==> src/rtl/serx_pkg.sv <==
package serx_pkg;
    typedef enum logic [1:0] {
        ST_IDLE = 2'd0,
        ST_TURN = 2'd1,
        ST_WIN  = 2'd2
    } serx_state_t;
endpackage

==> src/rtl/serx_sync_edge.sv <==
module serx_sync_edge (
    input  logic clk,
    input  logic rst_n,
    input  logic async_in,
    output logic edge_pulse
);
    logic meta_q, sync_q, prev_q;

    always_ff @(posedge clk or negedge rst_n) begin
        if (!rst_n) begin
            meta_q <= 1'b0;
            sync_q <= 1'b0;
            prev_q <= 1'b0;
        end else begin
            meta_q <= async_in;
            sync_q <= meta_q;
            prev_q <= sync_q;
        end
    end

    assign edge_pulse = sync_q ^ prev_q;
endmodule

==> src/rtl/serx_tick_gen.sv <==
module serx_tick_gen #(
    parameter int TICK_DIV = 16
) (
    input  logic clk,
    input  logic rst_n,
    input  logic restart,
    input  logic run,
    output logic tick
);
    localparam int PW = (TICK_DIV > 1) ? $clog2(TICK_DIV) : 1;
    localparam logic [PW-1:0] PLAST = PW'(TICK_DIV - 1);

    logic [PW-1:0] pre_q;

    always_ff @(posedge clk or negedge rst_n) begin
        if (!rst_n) begin
            pre_q <= '0;
        end else if (restart) begin
            pre_q <= '0;
        end else if (run) begin
            pre_q <= (pre_q == PLAST) ? '0 : pre_q + 1'b1;
        end
    end

    assign tick = run && (pre_q == PLAST);

    // the prescaler never leaves its range
    assert_pre_range_R3: assert property (@(posedge clk) disable iff (!rst_n)
        pre_q <= PLAST);
endmodule

==> src/rtl/serx_edge_counter.sv <==
module serx_edge_counter #(
    parameter int EDGE_LO = 20,
    parameter int EDGE_HI = 60
) (
    input  logic clk,
    input  logic rst_n,
    input  logic clr,
    input  logic en,
    input  logic edge_pulse,
    output logic hit
);
    localparam int CW = $clog2(EDGE_HI + 1);
    localparam logic [CW-1:0] CMAX = CW'(EDGE_HI);
    localparam logic [CW-1:0] CMIN = CW'(EDGE_LO);

    logic [CW-1:0] cnt_q, cnt_eff;

    always_comb begin
        cnt_eff = cnt_q;
        if (en && edge_pulse && (cnt_q != CMAX)) cnt_eff = cnt_q + 1'b1;
    end

    always_ff @(posedge clk or negedge rst_n) begin
        if (!rst_n)   cnt_q <= '0;
        else if (clr) cnt_q <= '0;
        else          cnt_q <= cnt_eff;
    end

    assign hit = (cnt_eff > CMIN) && (cnt_eff < CMAX);

    // the count saturates and never wraps
    assert_no_overflow_R4: assert property (@(posedge clk) disable iff (!rst_n)
        cnt_q <= CMAX);
    // each window starts from an empty count
    assert_clear_R4: assert property (@(posedge clk) disable iff (!rst_n)
        clr |=> (cnt_q == '0));
endmodule

==> src/rtl/subcarrier_edge_rx.sv <==
module subcarrier_edge_rx #(
    parameter int TICK_DIV   = 16,
    parameter int TURN_TICKS = 490,
    parameter int WIN_TICKS  = 150,
    parameter int EDGE_LO    = 20,
    parameter int EDGE_HI    = 60,
    parameter int MAX_BITS   = 32,
    parameter int NBITS_W    = 6
) (
    input  logic                clk,
    input  logic                rst_n,
    input  logic                slice_in,
    input  logic                start,
    input  logic [NBITS_W-1:0]  nbits,
    input  logic                decrypt,
    input  logic [MAX_BITS-1:0] keystream,
    output logic [MAX_BITS-1:0] rx_word,
    output logic                done
);
    import serx_pkg::*;

    localparam int TMAX = (TURN_TICKS > WIN_TICKS) ? TURN_TICKS : WIN_TICKS;
    localparam int TCW  = $clog2(TMAX + 1);
    localparam int BIW  = $clog2(MAX_BITS + 1);

    serx_state_t         state, state_nx;
    logic                tick, edge_pulse, hit;
    logic [TCW-1:0]      tcnt;
    logic [BIW-1:0]      bit_idx, n_q, n_clamp;
    logic [MAX_BITS-1:0] acc, acc_upd, mask;
    logic                turn_close, win_close, last_bit;

    // Clamp the requested length and build the valid-bit mask
    always_comb begin
        n_clamp = (32'(nbits) > MAX_BITS) ? BIW'(MAX_BITS) : BIW'(nbits);
        for (int i = 0; i < MAX_BITS; i++) begin
            mask[i] = (BIW'(i) < n_clamp);
        end
    end

    serx_sync_edge u_sync (
        .clk(clk), .rst_n(rst_n), .async_in(slice_in), .edge_pulse(edge_pulse)
    );

    serx_tick_gen #(.TICK_DIV(TICK_DIV)) u_tick (
        .clk(clk), .rst_n(rst_n), .restart(start),
        .run(state != ST_IDLE), .tick(tick)
    );

    serx_edge_counter #(.EDGE_LO(EDGE_LO), .EDGE_HI(EDGE_HI)) u_cnt (
        .clk(clk), .rst_n(rst_n), .clr(start | win_close),
        .en(state == ST_WIN), .edge_pulse(edge_pulse), .hit(hit)
    );

    assign turn_close = (state == ST_TURN) && tick && (tcnt == TCW'(TURN_TICKS - 1));
    assign win_close  = (state == ST_WIN)  && tick && (tcnt == TCW'(WIN_TICKS - 1));
    assign last_bit   = (bit_idx == n_q - 1'b1);
    assign acc_upd    = acc ^ ({{(MAX_BITS-1){1'b0}}, hit} << bit_idx);

    // State register
    always_ff @(posedge clk or negedge rst_n) begin
        if (!rst_n) state <= ST_IDLE;
        else        state <= state_nx;
    end

    // Next-state logic
    always_comb begin
        state_nx = state;
        if (start) begin
            state_nx = ST_TURN;
        end else begin
            unique case (state)
                ST_IDLE: state_nx = ST_IDLE;
                ST_TURN: if (turn_close) state_nx = (n_q == '0) ? ST_IDLE : ST_WIN;
                ST_WIN:  if (win_close && last_bit) state_nx = ST_IDLE;
                default: state_nx = ST_IDLE;
            endcase
        end
    end

    // Timing counter, bit index and accumulator
    always_ff @(posedge clk or negedge rst_n) begin
        if (!rst_n) begin
            tcnt    <= '0;
            bit_idx <= '0;
            n_q     <= '0;
            acc     <= '0;
        end else if (start) begin
            tcnt    <= '0;
            bit_idx <= '0;
            n_q     <= n_clamp;
            acc     <= decrypt ? (keystream & mask) : '0;
        end else if (tick && (state != ST_IDLE)) begin
            if (turn_close || win_close) tcnt <= '0;
            else                         tcnt <= tcnt + 1'b1;
            if (win_close) begin
                acc     <= acc_upd;
                bit_idx <= bit_idx + 1'b1;
            end
        end
    end

    // Output process
    always_ff @(posedge clk or negedge rst_n) begin
        if (!rst_n) begin
            done    <= 1'b0;
            rx_word <= '0;
        end else begin
            done <= 1'b0;
            if (start) begin
                done <= 1'b0;
            end else if (win_close && last_bit) begin
                done    <= 1'b1;
                rx_word <= acc_upd;
            end else if (turn_close && (n_q == '0)) begin
                done    <= 1'b1;
                rx_word <= '0;
            end
        end
    end

    // done is a single-cycle pulse
    assert_done_pulse_R7: assert property (@(posedge clk) disable iff (!rst_n)
        done |=> !done);
    // the result changes only together with done
    assert_word_hold_R8: assert property (@(posedge clk) disable iff (!rst_n)
        !$stable(rx_word) |-> done);
    // the bit index stays below the clamped length while receiving
    assert_idx_range_R6: assert property (@(posedge clk) disable iff (!rst_n)
        (state == ST_WIN) |-> (bit_idx < n_q));
    // the effective length never exceeds the word width
    assert_len_clamp_R6: assert property (@(posedge clk) disable iff (!rst_n)
        n_q <= BIW'(MAX_BITS));
    // a strobe always restarts the turnaround
    assert_restart_R9: assert property (@(posedge clk) disable iff (!rst_n)
        start |=> (state == ST_TURN) && !done);
endmodule

==> config.mk <==
export PLATFORM = sky130hd
export DESIGN_NAME = subcarrier_edge_rx
export DESIGN_NICKNAME = d
export VERILOG_FILES = /design/src/rtl/serx_pkg.sv /design/src/rtl/serx_sync_edge.sv /design/src/rtl/serx_tick_gen.sv /design/src/rtl/serx_edge_counter.sv /design/src/rtl/subcarrier_edge_rx.sv
export SDC_FILE = /design/constraint.sdc
export NUM_CORES = 1
export LEC_CHECK = 0
export BUFFER_PORTS_ARGS = -buffer_cell sky130_fd_sc_hd__clkbuf_2
export CAP_MARGIN = 0
export CORE_ASPECT_RATIO = 0.7
export CORE_MARGIN = 2
export CORE_UTILIZATION = 47
export CTS_BUF_LIST = sky130_fd_sc_hd__clkbuf_8
export CTS_CLUSTER_DIAMETER = 100
export DETAILED_ROUTE_END_ITERATION = 12
export GPL_TIMING_DRIVEN = 0
export HOLD_SLACK_MARGIN = 0.03
export PLACE_DENSITY = 0.75
export SLEW_MARGIN = 20
export SYNTH_ARGS = -nofsm -noshare
export SYNTH_HDL_FRONTEND = slang
export SYNTH_SLANG_ARGS = --single-unit
==> constraint.sdc <==
create_clock -name clk -period 3.82 [get_ports clk]
set_clock_uncertainty 0.2 [all_clocks]
set_input_delay 0.382 -clock clk [delete_from_list [all_inputs] [get_ports clk]]
set_output_delay 0.382 -clock clk [all_outputs]
set_load 0.005 [all_outputs]
**Word-level counts from Yosys, hierarchy flattened**

Cells that the tools add are included.

- Register bits after elaboration: 101
- Bits of input ports: 43
- Output and inout port bits: 33
- Word-level logic and storage cells: 114

- Add/subtract/negate cells: 5
- Magnitude comparators: 35
- Equal/unequal tests: 9
- Shifts and indexed selects: 1
- Mux-type cells: 26
- Bitwise logic cells: 5
- Reduce and logical (&&, ||, !) cells: 21

Operator list:

| cell | count |
|---|---|
| 32-bit 2-to-1 mux | 6 |
| 5-bit by 6-bit < comparator with 1-bit output, first input constant | 16 |
| 4-bit by 6-bit < comparator with 1-bit output, first input constant | 8 |
| 6-bit 2-to-1 mux | 6 |
| 32-bit bitwise AND | 1 |
| 1-bit by 6-bit << shifter with 32-bit output | 1 |
| 32-bit bitwise XOR | 1 |
| 9-bit 2-to-1 mux | 3 |
| 3-bit by 6-bit < comparator with 1-bit output, first input constant | 4 |
| 6-bit by 1-bit adder with 6-bit output, second input constant | 2 |
| 1-bit by 6-bit < comparator with 1-bit output, first input constant | 2 |
| 2-bit by 6-bit < comparator with 1-bit output, first input constant | 2 |
| 4-bit 2-to-1 mux | 3 |
| 1-bit logical AND | 11 |
| 2-bit nonzero test | 5 |
| 9-bit by 1-bit adder with 9-bit output, second input constant | 1 |
| 9-bit by 8-bit == test with 1-bit output, second input constant | 1 |
| 9-bit == test, second input constant | 1 |
| 2-bit 2-to-1 mux | 4 |
| 6-bit == test | 1 |
| 6-bit by 5-bit > comparator with 1-bit output, second input constant | 1 |
| 6-bit > comparator, second input constant | 1 |
| 6-bit zero test | 1 |
| 6-bit < comparator, second input constant | 1 |
| 14 further kinds | 19 |

**Logic depth before layout (Yosys ltp)**

Gate-level depths: netlist of run 1.

- Word-level depth: 11
- Mapped depth: 12
- Depth with buffers taken out: 9

**By module**

A second synthesis of run 1 with hierarchy kept.

- Cell total of the unflattened synthesis: 687
- Area total of the unflattened synthesis: 6104.6 sq um

Modules (own cells, without submodules):

| module | instances | cells each | area each (sq um) | sequential area each (sq um) |
|---|---|---|---|---|
| subcarrier_edge_rx | 1 | 615 | 5348.9 | 2202.1 |
| serx_edge_counter | 1 | 46 | 466.7 | 150.1 |
| serx_tick_gen | 1 | 22 | 205.2 | 100.1 |
| serx_sync_edge | 1 | 4 | 83.8 | 75.1 |

**Worst setup path before layout of run 1**

No wires, ideal clock.

- Path type: reg2reg
- From: register u_cnt.cnt_q[0]
- To: register rx_word[22]
- Library setup time: 122 ps
- Arrival: 2317 ps
- Data required time: 3498 ps
- Path slack: 1181 ps
- Stages on the path, launching flop included: 13
- Buffers on the path: 3
- Clock period less this slack: 2639 ps
- Cells stage by stage: dfrtp_1 inv_1 ha_1 nand4_1 o211a_1 a31oi_1 a21oi_2 buf_4 o2111ai_1 buf_2 buf_4 mux2i_1 nand2_1

- Cells in the longest elaborated chain, start to end: 8
- Elaborated cells on any way between the ends: 10
- Classes of those cells: add/sub: 1; order compare: 2; eq/ne: 1; shift: 1; mux: 2; bitwise: 1; reduce/logical: 2

RTL lines:

| element | line | source |
|---|---|---|
| start: declaration | serx_edge_counter.sv:16 | `logic [CW-1:0] cnt_q, cnt_eff;` |
| start signal: assignment | serx_edge_counter.sv:26 | `else cnt_q <= cnt_eff;` |
| branches (longest 2 deep; another with 6-bit by 1-bit adder with 6-bit output) | n/a |  |
| 6-bit 2-to-1 mux * | serx_edge_counter.sv:20 | `if (en && edge_pulse && (cnt_q != CMAX)) cnt_eff = cnt_q + 1'b1;` |
| 6-bit by 5-bit > comparator with 1-bit output / 6-bit < comparator (equally long branches) | serx_edge_counter.sv:29 | `assign hit = (cnt_eff > CMIN) && (cnt_eff < CMAX);` |
| 1-bit logical AND * | serx_edge_counter.sv:29 |  |
| 1-bit by 6-bit << shifter with 32-bit output * | subcarrier_edge_rx.sv:58 | `assign acc_upd = acc ^ ({{(MAX_BITS-1){1'b0}}, hit} << bit_idx);` |
| 32-bit bitwise XOR * | subcarrier_edge_rx.sv:58 |  |
| 32-bit 2-to-1 mux * | subcarrier_edge_rx.sv:112 | `end else if (win_close && last_bit) begin` |
| end signal: assignment | subcarrier_edge_rx.sv:114 | `rx_word <= acc_upd;` |
| end: declaration | subcarrier_edge_rx.sv:17 | `output logic [MAX_BITS-1:0] rx_word,` |

Every way passes the cells marked *.
A chain may end at the register's enable or synchronous reset.

**Worst setup path in the final report of run 1**

- From: register u_cnt.cnt_q[0]
- To: register rx_word[23]

Same word-level chain as after synthesis.

==> results of run 1 <==
## layout by cell type (no fill, tap or decap), types with 13 or more instances in the layout
cell / instances
a21oi_1: 14
nand2_1: 82
nor3_1: 39
nor2_1: 38
nor2b_1: 25
clkbuf_1: 36
a31oi_1: 13
a32oi_1: 35
xnor2_1: 16
inv_1: 14
and2_1: 28
o21ai_0: 31
mux2i_1: 28
or4_1: 14
clkbuf_2: 73
dfrtp_1: 101
nand3_1: 39
## repair_timing
| item | CTS | global route |
|---|---|---|
| hold buffers | 3 | 0 |
| setup endpoints to repair | 0 | 0 |
| endpoints found under the hold margin | 50 | 0 |
| gates resized for setup | 0 | 0 |
## through the flow
stage	worst slack [ps]	std cells
2_1_floorplan	1180	733
3_3_place_gp	619	991
3_5_place_dp	567	992
4_1_cts	555	1010
5_1_grt	341	1010
6_report	465	1010
## routing by layer
metal | vias to the layer above | part of all wire
met2 | 377 | 0.40
met3 | 26 | 0.13
met5 | - | 0
met1 | 3053 | 0.46
met4 | 0 | 0.016
li1 | 2891 | -
## area by class of cell
cell class	instances	area, um^2
Buffer	52	219
Clock buffer	10	138
Clock inverter	5	76.3
Fill cell	1224	5940
Inverter	14	52.6
Multi-Input combinational cell	566	3650
Sequential cell	101	2530
Tap cell	185	231
Timing Repair Buffer	77	432
## registers in the layout, indices dropped and copies added, names as in the netlist, 2 cells and up
| register | count |
|---|---|
| bit_idx | 6 |
| acc | 32 |
| n_q | 6 |
| u_cnt.cnt_q | 6 |
| state | 2 |
| rx_word | 32 |
| tcnt | 9 |
| u_tick.pre_q | 4 |
## power by group through the flow
stage	logic, W	clock network [W]	registers, W
floorplan	0.000171	0	0.00120
global placement	0.000263	0	0.00122
detailed placement	0.000271	0	0.00122
CTS	0.000276	0.000781	0.00120
global route	0.000307	0.000828	0.00122
finish	0.000281	0.000773	0.00121
## kinds of logic (layout without fill, tap and decap cells)
logic type | count (synthesis) | count (layout) | share of synthesized area
buffers and inverters | 66 | 158 | 0.0421
flip-flops | 101 | 101 | 0.392
AND/OR/NAND/NOR | 340 | 340 | 0.276
XOR/XNOR | 27 | 27 | 0.0378
AO/OA/AOI/OAI | 159 | 159 | 0.186
multiplexers | 33 | 33 | 0.0522
adder cells (fa/ha/maj) | 7 | 7 | 0.0136
## how the worst max path moves through the flow
stage | from | endpoint | slack, ps | cells after the start
2_1_floorplan | u_cnt.cnt_q[0]$_DFF_PN0_ | rx_word[22]$_DFFE_PN0P_ | 1180 | 12
3_3_place_gp | u_cnt.cnt_q[0]$_DFF_PN0_ | rx_word[23]$_DFFE_PN0P_ | 620 | 12
3_5_place_dp | u_cnt.cnt_q[0]$_DFF_PN0_ | rx_word[27]$_DFFE_PN0P_ | 570 | 12
4_1_cts | u_cnt.cnt_q[0]$_DFF_PN0_ | rx_word[27]$_DFFE_PN0P_ | 550 | 12
5_1_grt | u_cnt.cnt_q[0]$_DFF_PN0_ | rx_word[22]$_DFFE_PN0P_ | 340 | 12
6_report | u_cnt.cnt_q[0]$_DFF_PN0_ | rx_word[23]$_DFFE_PN0P_ | 470 | 12
==> flow_summary.toml, run 1 <==
[critical_path]
rr_endpoint = "rx_word[23]$_DFFE_PN0P_"
path_delay_family = "compound AO/OA/AOI/OAI gates"
reg2reg_depth = 12
slowest_delay_ps = 460
crit_type = "flip-flop to flip-flop"
path_max_fanout = 10
r2r_setup_slack_ps = 470
critPathBufInv = 4
r2r-start = "u_cnt.cnt_q[0]$_DFF_PN0_"
critPathLaunchType = "flip-flop"
crit_required_ps = 3900
crit_slowest_cell = "dfrtp_1"
path_cells = "inv_1 > ha_1 > nand4_1 > o211a_1 > a31oi_1 > a21oi_2 > buf_4 > o2111ai_1 > buf_2 > buf_4 > mux2i_1 > nand2_1"
path_common_cell = "buf_4"
end_kind = "flip-flop"
arrival_ps = 3440

[routing]
drtIter0Drc = 757
drc = 0
drt_wl_total_um = 20300
firstDrtPassIters = 6
viasPerCell = 6.28
ant_nets = 0
wl_per_cell_um = 20.1
vias = 6347

[clock_network]
cts_max_path_buffers = 2
htree_num_levels = 3
clock-sinks = 101
insertion_delay_ps = 390
clk_pin_slew_ps = 100
cts_root_buf = "clkbuf_8"
post-cts-setup-buffers = 0
cts_inserted_buffers = 9
cts_tree = "done"

[timing]
rsz0062_at_grt = "false"
worstMarginPinSlew_ps = 729
post-route-min-period_ps = 3350
fmax_ghz = 0.298
holdWs_ps = 51.6
period_share = 0.878
slew_headroom = 0.513
fin_tns_setup_ps = 0
final-hold-violation-count = 0
slew_viol_final = 0
setup_viol = 0

[global_route]
use_met3 = 0.0881
grt_max_degree = 54
gr-usage-met1 = 0.433
antenna_found_initial = 0
first_global_vias = 5779
top_usage_layer = "met1"
grt_pass1_wl_um = 31700
grtUsageTotal = 0.284
globalRouteMet2Util = 0.390
grt_overflow = 0

[yosys]
synth_top_area_frac = 0.392
synthDistinctLibCells = 65
yosys_warnings = 0
async_flop_share = 1.00
synth_area_per_cell_um2 = 8.80
synth.largest_area_cell = "dfrtp_1"
ys_seq_elements = 101
synth_commonest_cells = "101 x dfrtp_1, 82 x nand2_1, 39 x nand3_1, 39 x nor3_1, 38 x nor2_1"
yosys.cell_count.top_type = "dfrtp_1"
synthesis.nets = 783
syn-cell-area_um2 = 6450
synth_edf_count = 0
ys_seq_area_frac = 0.392
synth_cells = 733
ys.flop_type = "dfrtp_1"
synthTopCellsByArea = "dfrtp_1 39%, nand2_1 4.8%, a32oi_1 4.8%, mux2i_1 4.3%, nand3_1 3.0%"

[job]
maxCapViolCount = 0

[pwr]
p_int_w = 0.00162
p_switching_w = 0.000636
pwr-share-clk = 0.342
finalPower_w = 0.00226
p_comb_frac = 0.124
p_leak_nw = 3.39
p_sw_frac = 0.281
irDropWorstVdd_v = 0.000205
p_seq_frac = 0.534
powerDensity_nw_per_um2 = 308

[cells_and_area]
nNetsFinal = 871
fin_util = 0.552
antenna_cells = 0
fin_area_um2 = 7330
drive_above_1_share = 0.152
syn2layout_area_growth_pct = 13.6

[floorplanning]
fp.dieH_um = 102
io_pins = 76
initial_core_util = 0.486
die_area_um2 = 14700
num_rows = 35
core_um2 = 13300
die_w_um = 144

[run_status]
outcome = "finished, final reports clean"

[placement]
dp_hpwl_um = 14800
gp_congestion = 1.00
place_area_um2 = 7080
place.port_buffers = 73

[worst_hold_path]
holdPathEnd = "acc[15]$_DFFE_PN0P_"
hp-class = "input pin to flip-flop"
min-delay-start = "keystream[15]"
min_path_cells = 2
No activity file was read; power rests on OpenSTA's default activity.
==> run 2, diff against run 1 <==
- CTS_BUF_LIST: sky130_fd_sc_hd__clkbuf_8 -> unset
- GPL_TIMING_DRIVEN: 0 -> unset
- RECOVER_POWER: unset -> 100
==> flow_summary.toml, run 2 (synthesized netlist as in run 1, its figures left out) <==
[run_status]
outcome = "finished with violations"
violations = "capacitance limit, slew limit"

[floorplanning]
core_um2 = 13300
fp.dieH_um = 102
die_w_um = 144
die_area_um2 = 14700
initial_core_util = 0.486
num_rows = 35
io_pins = 76

[timing]
holdWs_ps = 84.6
period_share = 0.914
slew_viol_final = 43
post-route-min-period_ps = 3490
fmax_ghz = 0.286
fin_tns_setup_ps = 0
worstMarginPinSlew_ps = 2450
setup_viol = 0
rsz0062_at_grt = "false"
slew_headroom = -0.632
final-hold-violation-count = 0

[cells_and_area]
syn2layout_area_growth_pct = 13.1
final_common_cell = "dfrtp_1"
reg_top3 = "acc (32), rx_word (32), tcnt (9)"
drive_above_1_share = 0.126
final_cell_mix = "101 x dfrtp_1, 82 x nand2_1, 54 x clkbuf_2"
nNetsFinal = 832
antenna_cells = 0

[clock_network]
cts_resized = 0
cts_max_path_buffers = 2
clock-sinks = 101
cts_tree = "done"
insertion_delay_ps = 350
post-cts-setup-buffers = 0
cts_hold_buf = 2
cts_inserted_buffers = 9
htree_num_levels = 3
cts_root_buf = "clkbuf_16"
clk_pin_slew_ps = 70

[routing]
viasPerCell = 6.43
wl_per_cell_um = 20.0
ant_nets = 0
drt_wl_total_um = 19400
vias = 6239
firstDrtPassIters = 7
drtIter0Drc = 846
drc = 0

[critical_path]
arrival_ps = 3580
crit_type = "flip-flop to flip-flop"
r2r-start = "state[1]$_DFFE_PN0P_"
reg2reg_depth = 8
crit_start = "state[1]$_DFFE_PN0P_"
critPathCapture = "acc[2]$_DFFE_PN0P_"
rr_endpoint = "acc[2]$_DFFE_PN0P_"
crit_required_ps = 3910
critPathLaunchType = "flip-flop"
r2r_setup_slack_ps = 330
end_kind = "flip-flop"
path_max_fanout = 16

[global_route]
grt_overflow = 0
grt_max_degree = 60
grt_pass1_wl_um = 30600
antenna_found_initial = 0
grtUsageTotal = 0.269
first_global_vias = 5815

[worst_hold_path]
min-delay-start = "keystream[15]"
min_path_cells = 2
hp-class = "input pin to flip-flop"

[placement]
gp_congestion = 0.965
place.port_buffers = 75
dp_hpwl_um = 13500

[pwr]
p_leak_nw = 3.32
powerDensity_nw_per_um2 = 358
irDropWorstVdd_v = 0.000204

[job]
maxCapViolCount = 1
## run 2: where the power goes
group | total (W) | internal [W] | switching, W
Clock | 0.00113 | 0.000722 | 0.000410
Sequential | 0.00121 | 0.00113 | 0.0000811
Combinational | 0.000275 | 0.000115 | 0.000160
## run 2: how the worst min path moves through the flow
stage | end | slack (ps)
floorplan | acc[0]$_DFFE_PN0P_ | -110
global placement | u_sync.sync_q$_DFF_PN0_ | 140
detailed placement | u_sync.sync_q$_DFF_PN0_ | 140
CTS | acc[15]$_DFFE_PN0P_ | 80
global route | acc[15]$_DFFE_PN0P_ | 90
finish | acc[15]$_DFFE_PN0P_ | 80
## run 2: final cells by class
cell class | count | area, um^2
well taps | 185 | 231
clock inverters | 4 | 120
multi-input cells | 566 | 3660
clock buffers | 11 | 243
fillers | 1193 | 5970
repair buffers | 90 | 464
inverters | 14 | 52.6
flip-flops and latches | 101 | 2530
## run 2: metal layers
layer,track usage,share of wire,vias up
met3,0.0778,0.12,43
met1,0.385,0.43,3018
met2,0.401,0.43,362
met5,0,0,-
met4,0.0716,0.016,0
li1,-,-,2816
## run 2: critical path, cell delays in order, from the launching register on
cell and delay (ps):
dfrtp_1 460, nor2b_1 530, o211a_1 320, a31oi_1 120
a21oi_2 500, o2111ai_2 490, clkbuf_1 360, nor4_1 310
a211o_1 140
## run 2: through the flow
stage                     cells  setup slack [ps]  total power (W)  area [um^2]  utilization
after floorplan             733              1180          0.00137         6450            -
after global placement      954               619          0.00147         6960        0.525
after detailed placement    954               508          0.00149         6960        0.525
after CTS                   971               442          0.00262         7350        0.554
after global routing        971               161          0.00270         7290        0.550
final                       971               328          0.00261         7290        0.550
==> run 3, diff against run 2 <==
- ABC_AREA: unset -> 1
- SKIP_CTS_REPAIR_TIMING: unset -> 1
==> flow_summary.toml, run 3 <==
[run_status]
outcome = "finished with violations"
violations = "capacitance limit, slew limit"

[cells_and_area]
fin_util = 0.539
nNetsFinal = 904
syn2layout_area_growth_pct = 13.0
reg_top3 = "acc (32), rx_word (32), tcnt (9)"
antenna_cells = 0
final_common_cell = "nand2_1"
final_cell_mix = "180 x nand2_1, 101 x dfrtp_1, 95 x inv_1"
drive_above_1_share = 0.131
fin_area_um2 = 6660

[yosys]
ys_seq_elements = 101
synth_edf_count = 0
synthesis.nets = 836
synth_top_area_frac = 0.429
yosys.cell_count.top_type = "nand2_1"
synthDistinctLibCells = 46
synth.largest_area_cell = "dfrtp_1"
yosys_warnings = 0
ys_seq_area_frac = 0.429
ys.flop_type = "dfrtp_1"
synth_commonest_cells = "180 x nand2_1, 101 x dfrtp_1, 94 x inv_1"
synth_area_per_cell_um2 = 7.49
async_flop_share = 1.00
synthTopCellsByArea = "dfrtp_1 43%, nand2_1 11%, nand3_1 7.5%, inv_1 6.0%, nor2_1 5.0%"
syn-cell-area_um2 = 5890
synth_cells = 786

[floorplanning]
die_area_um2 = 13500
die_w_um = 138
io_pins = 76
initial_core_util = 0.477
core_um2 = 12300
num_rows = 34
fp.dieH_um = 97.6

[timing]
slew_headroom = -0.110
final-hold-violation-count = 0
slew_viol_final = 32
fmax_ghz = 0.316
fin_tns_setup_ps = 0
post-route-min-period_ps = 3160
period_share = 0.828
holdWs_ps = 138
worstMarginPinSlew_ps = 1660
rsz0062_at_grt = "false"
setup_viol = 0

[placement]
place_area_um2 = 6420
gp_congestion = 0.964
place.port_buffers = 75
dp_hpwl_um = 11800

[routing]
viasPerCell = 5.56
wl_per_cell_um = 16.1
vias = 5670
drtIter0Drc = 568
ant_nets = 0
drc = 0
drt_wl_total_um = 16500
firstDrtPassIters = 5

[critical_path]
crit_required_ps = 3880
crit_start = "start"
cp.depth = 5
r2r-start = "bit_idx[3]$_DFFE_PN0P_"
path_cells = "clkbuf_1 > inv_1 > clkbuf_1 > nand3_1 > o21ai_0"
end_kind = "flip-flop"
arrival_ps = 3220
r2r_setup_slack_ps = 760
crit_slowest_cell = "clkbuf_1"
path_delay_family = "buffers and inverters"
path_common_cell = "clkbuf_1"
crit_type = "input pin to flip-flop"
path_max_fanout = 31
critPathBufInv = 3
slowest_delay_ps = 1260
critPathCapture = "rx_word[6]$_DFFE_PN0P_"
critPathLaunchType = "input pin"
reg2reg_depth = 9
rr_endpoint = "rx_word[19]$_DFFE_PN0P_"

[clock_network]
htree_num_levels = 3
clk_pin_slew_ps = 70
cts_tree = "done"
clock-sinks = 101
insertion_delay_ps = 350
cts_inserted_buffers = 9
cts_root_buf = "clkbuf_16"
cts_max_path_buffers = 2

[pwr]
powerDensity_nw_per_um2 = 348
irDropWorstVdd_v = 0.000254
finalPower_w = 0.00232
p_leak_nw = 3.10

[job]
maxCapViolCount = 1

[global_route]
grt_overflow = 0
grt_pass1_wl_um = 26700
grtUsageTotal = 0.257
first_global_vias = 5259
antenna_found_initial = 0
grt_max_degree = 55

[worst_hold_path]
hp-class = "input pin to flip-flop"
[run 3: cell count changes after synthesis, sizes merged, moves of 17 or more]
cell	before	now
clkbuf	37	20
o21ai	32	54
and2	28	0
inv	13	97
nor3	39	18
a21oi	16	44
nand2	82	186
nor2	39	87
a32oi	35	0
mux2i	28	0
nor2b	25	0
nand3	39	95
[run 3: how the worst min path moves through the flow]
stage	start	end	slack, ps	depth (start not counted)
global route	keystream[15]	acc[15]$_DFFE_PN0P_	160	3
CTS	rst_n	rx_word[30]$_DFFE_PN0P_	-90	1
floorplan	rst_n	acc[0]$_DFFE_PN0P_	-110	0
detailed placement	u_sync.meta_q$_DFF_PN0_	u_sync.sync_q$_DFF_PN0_	140	0
finish	keystream[7]	acc[7]$_DFFE_PN0P_	140	3
global placement	u_sync.meta_q$_DFF_PN0_	u_sync.sync_q$_DFF_PN0_	140	0
[run 3: layout make-up]
type | instances | area, um^2
inverters | 99 | 372
clock inverters | 5 | 36.3
multi-input cells | 558 | 2860
clock buffers | 10 | 239
well taps | 162 | 203
repair buffers | 85 | 418
flip-flops and latches | 101 | 2530
fillers | 1176 | 5680
[run 3: power by group]
part | switching, W | internal (W) | leakage, nW | total [W]
clock | 0.000414 | 0.000457 | 0.127 | 0.000872
sequential | 0.0000396 | 0.00112 | 1.33 | 0.00116
combinational | 0.000191 | 0.0000967 | 1.65 | 0.000288
total | 0.000645 | 0.00167 | 3.10 | 0.00232
[run 3: cells by family after synthesis]
kind of cell	count (synthesis)	synth area share
AND/OR/NAND/NOR	405	0.322
AO/OA/AOI/OAI	130	0.128
buffers and inverters	127	0.0822
flip-flops	101	0.429
XOR/XNOR	16	0.0238
adder cells (fa/ha/maj)	7	0.0149
[run 3: metal layers]
layer / routed length [um] / vias to the layer above / share of wire / GRT usage
met5: 0 / - / 0 / 0
met1: 7820 / 2644 / 0.47 / 0.395
met2: 6660 / 286 / 0.40 / 0.364
met4: 205 / 0 / 0.012 / 0.0526
li1: - / 2711 / - / -
met3: 1780 / 29 / 0.11 / 0.0642
[run 3: stage by stage]
| stage | setup WS [ps] | instances |
|---|---|---|
| after floorplan | 1560 | 786 |
| after global placement | 1060 | 1003 |
| after global routing | 474 | 1020 |
| after detailed placement | 1010 | 1003 |
| final | 657 | 1020 |
| after CTS | 1010 | 1018 |
[run 3: worst min-delay path: stages]
cell,delay (ps)
clkbuf_2,80
a21oi_1,50
a21oi_1,140
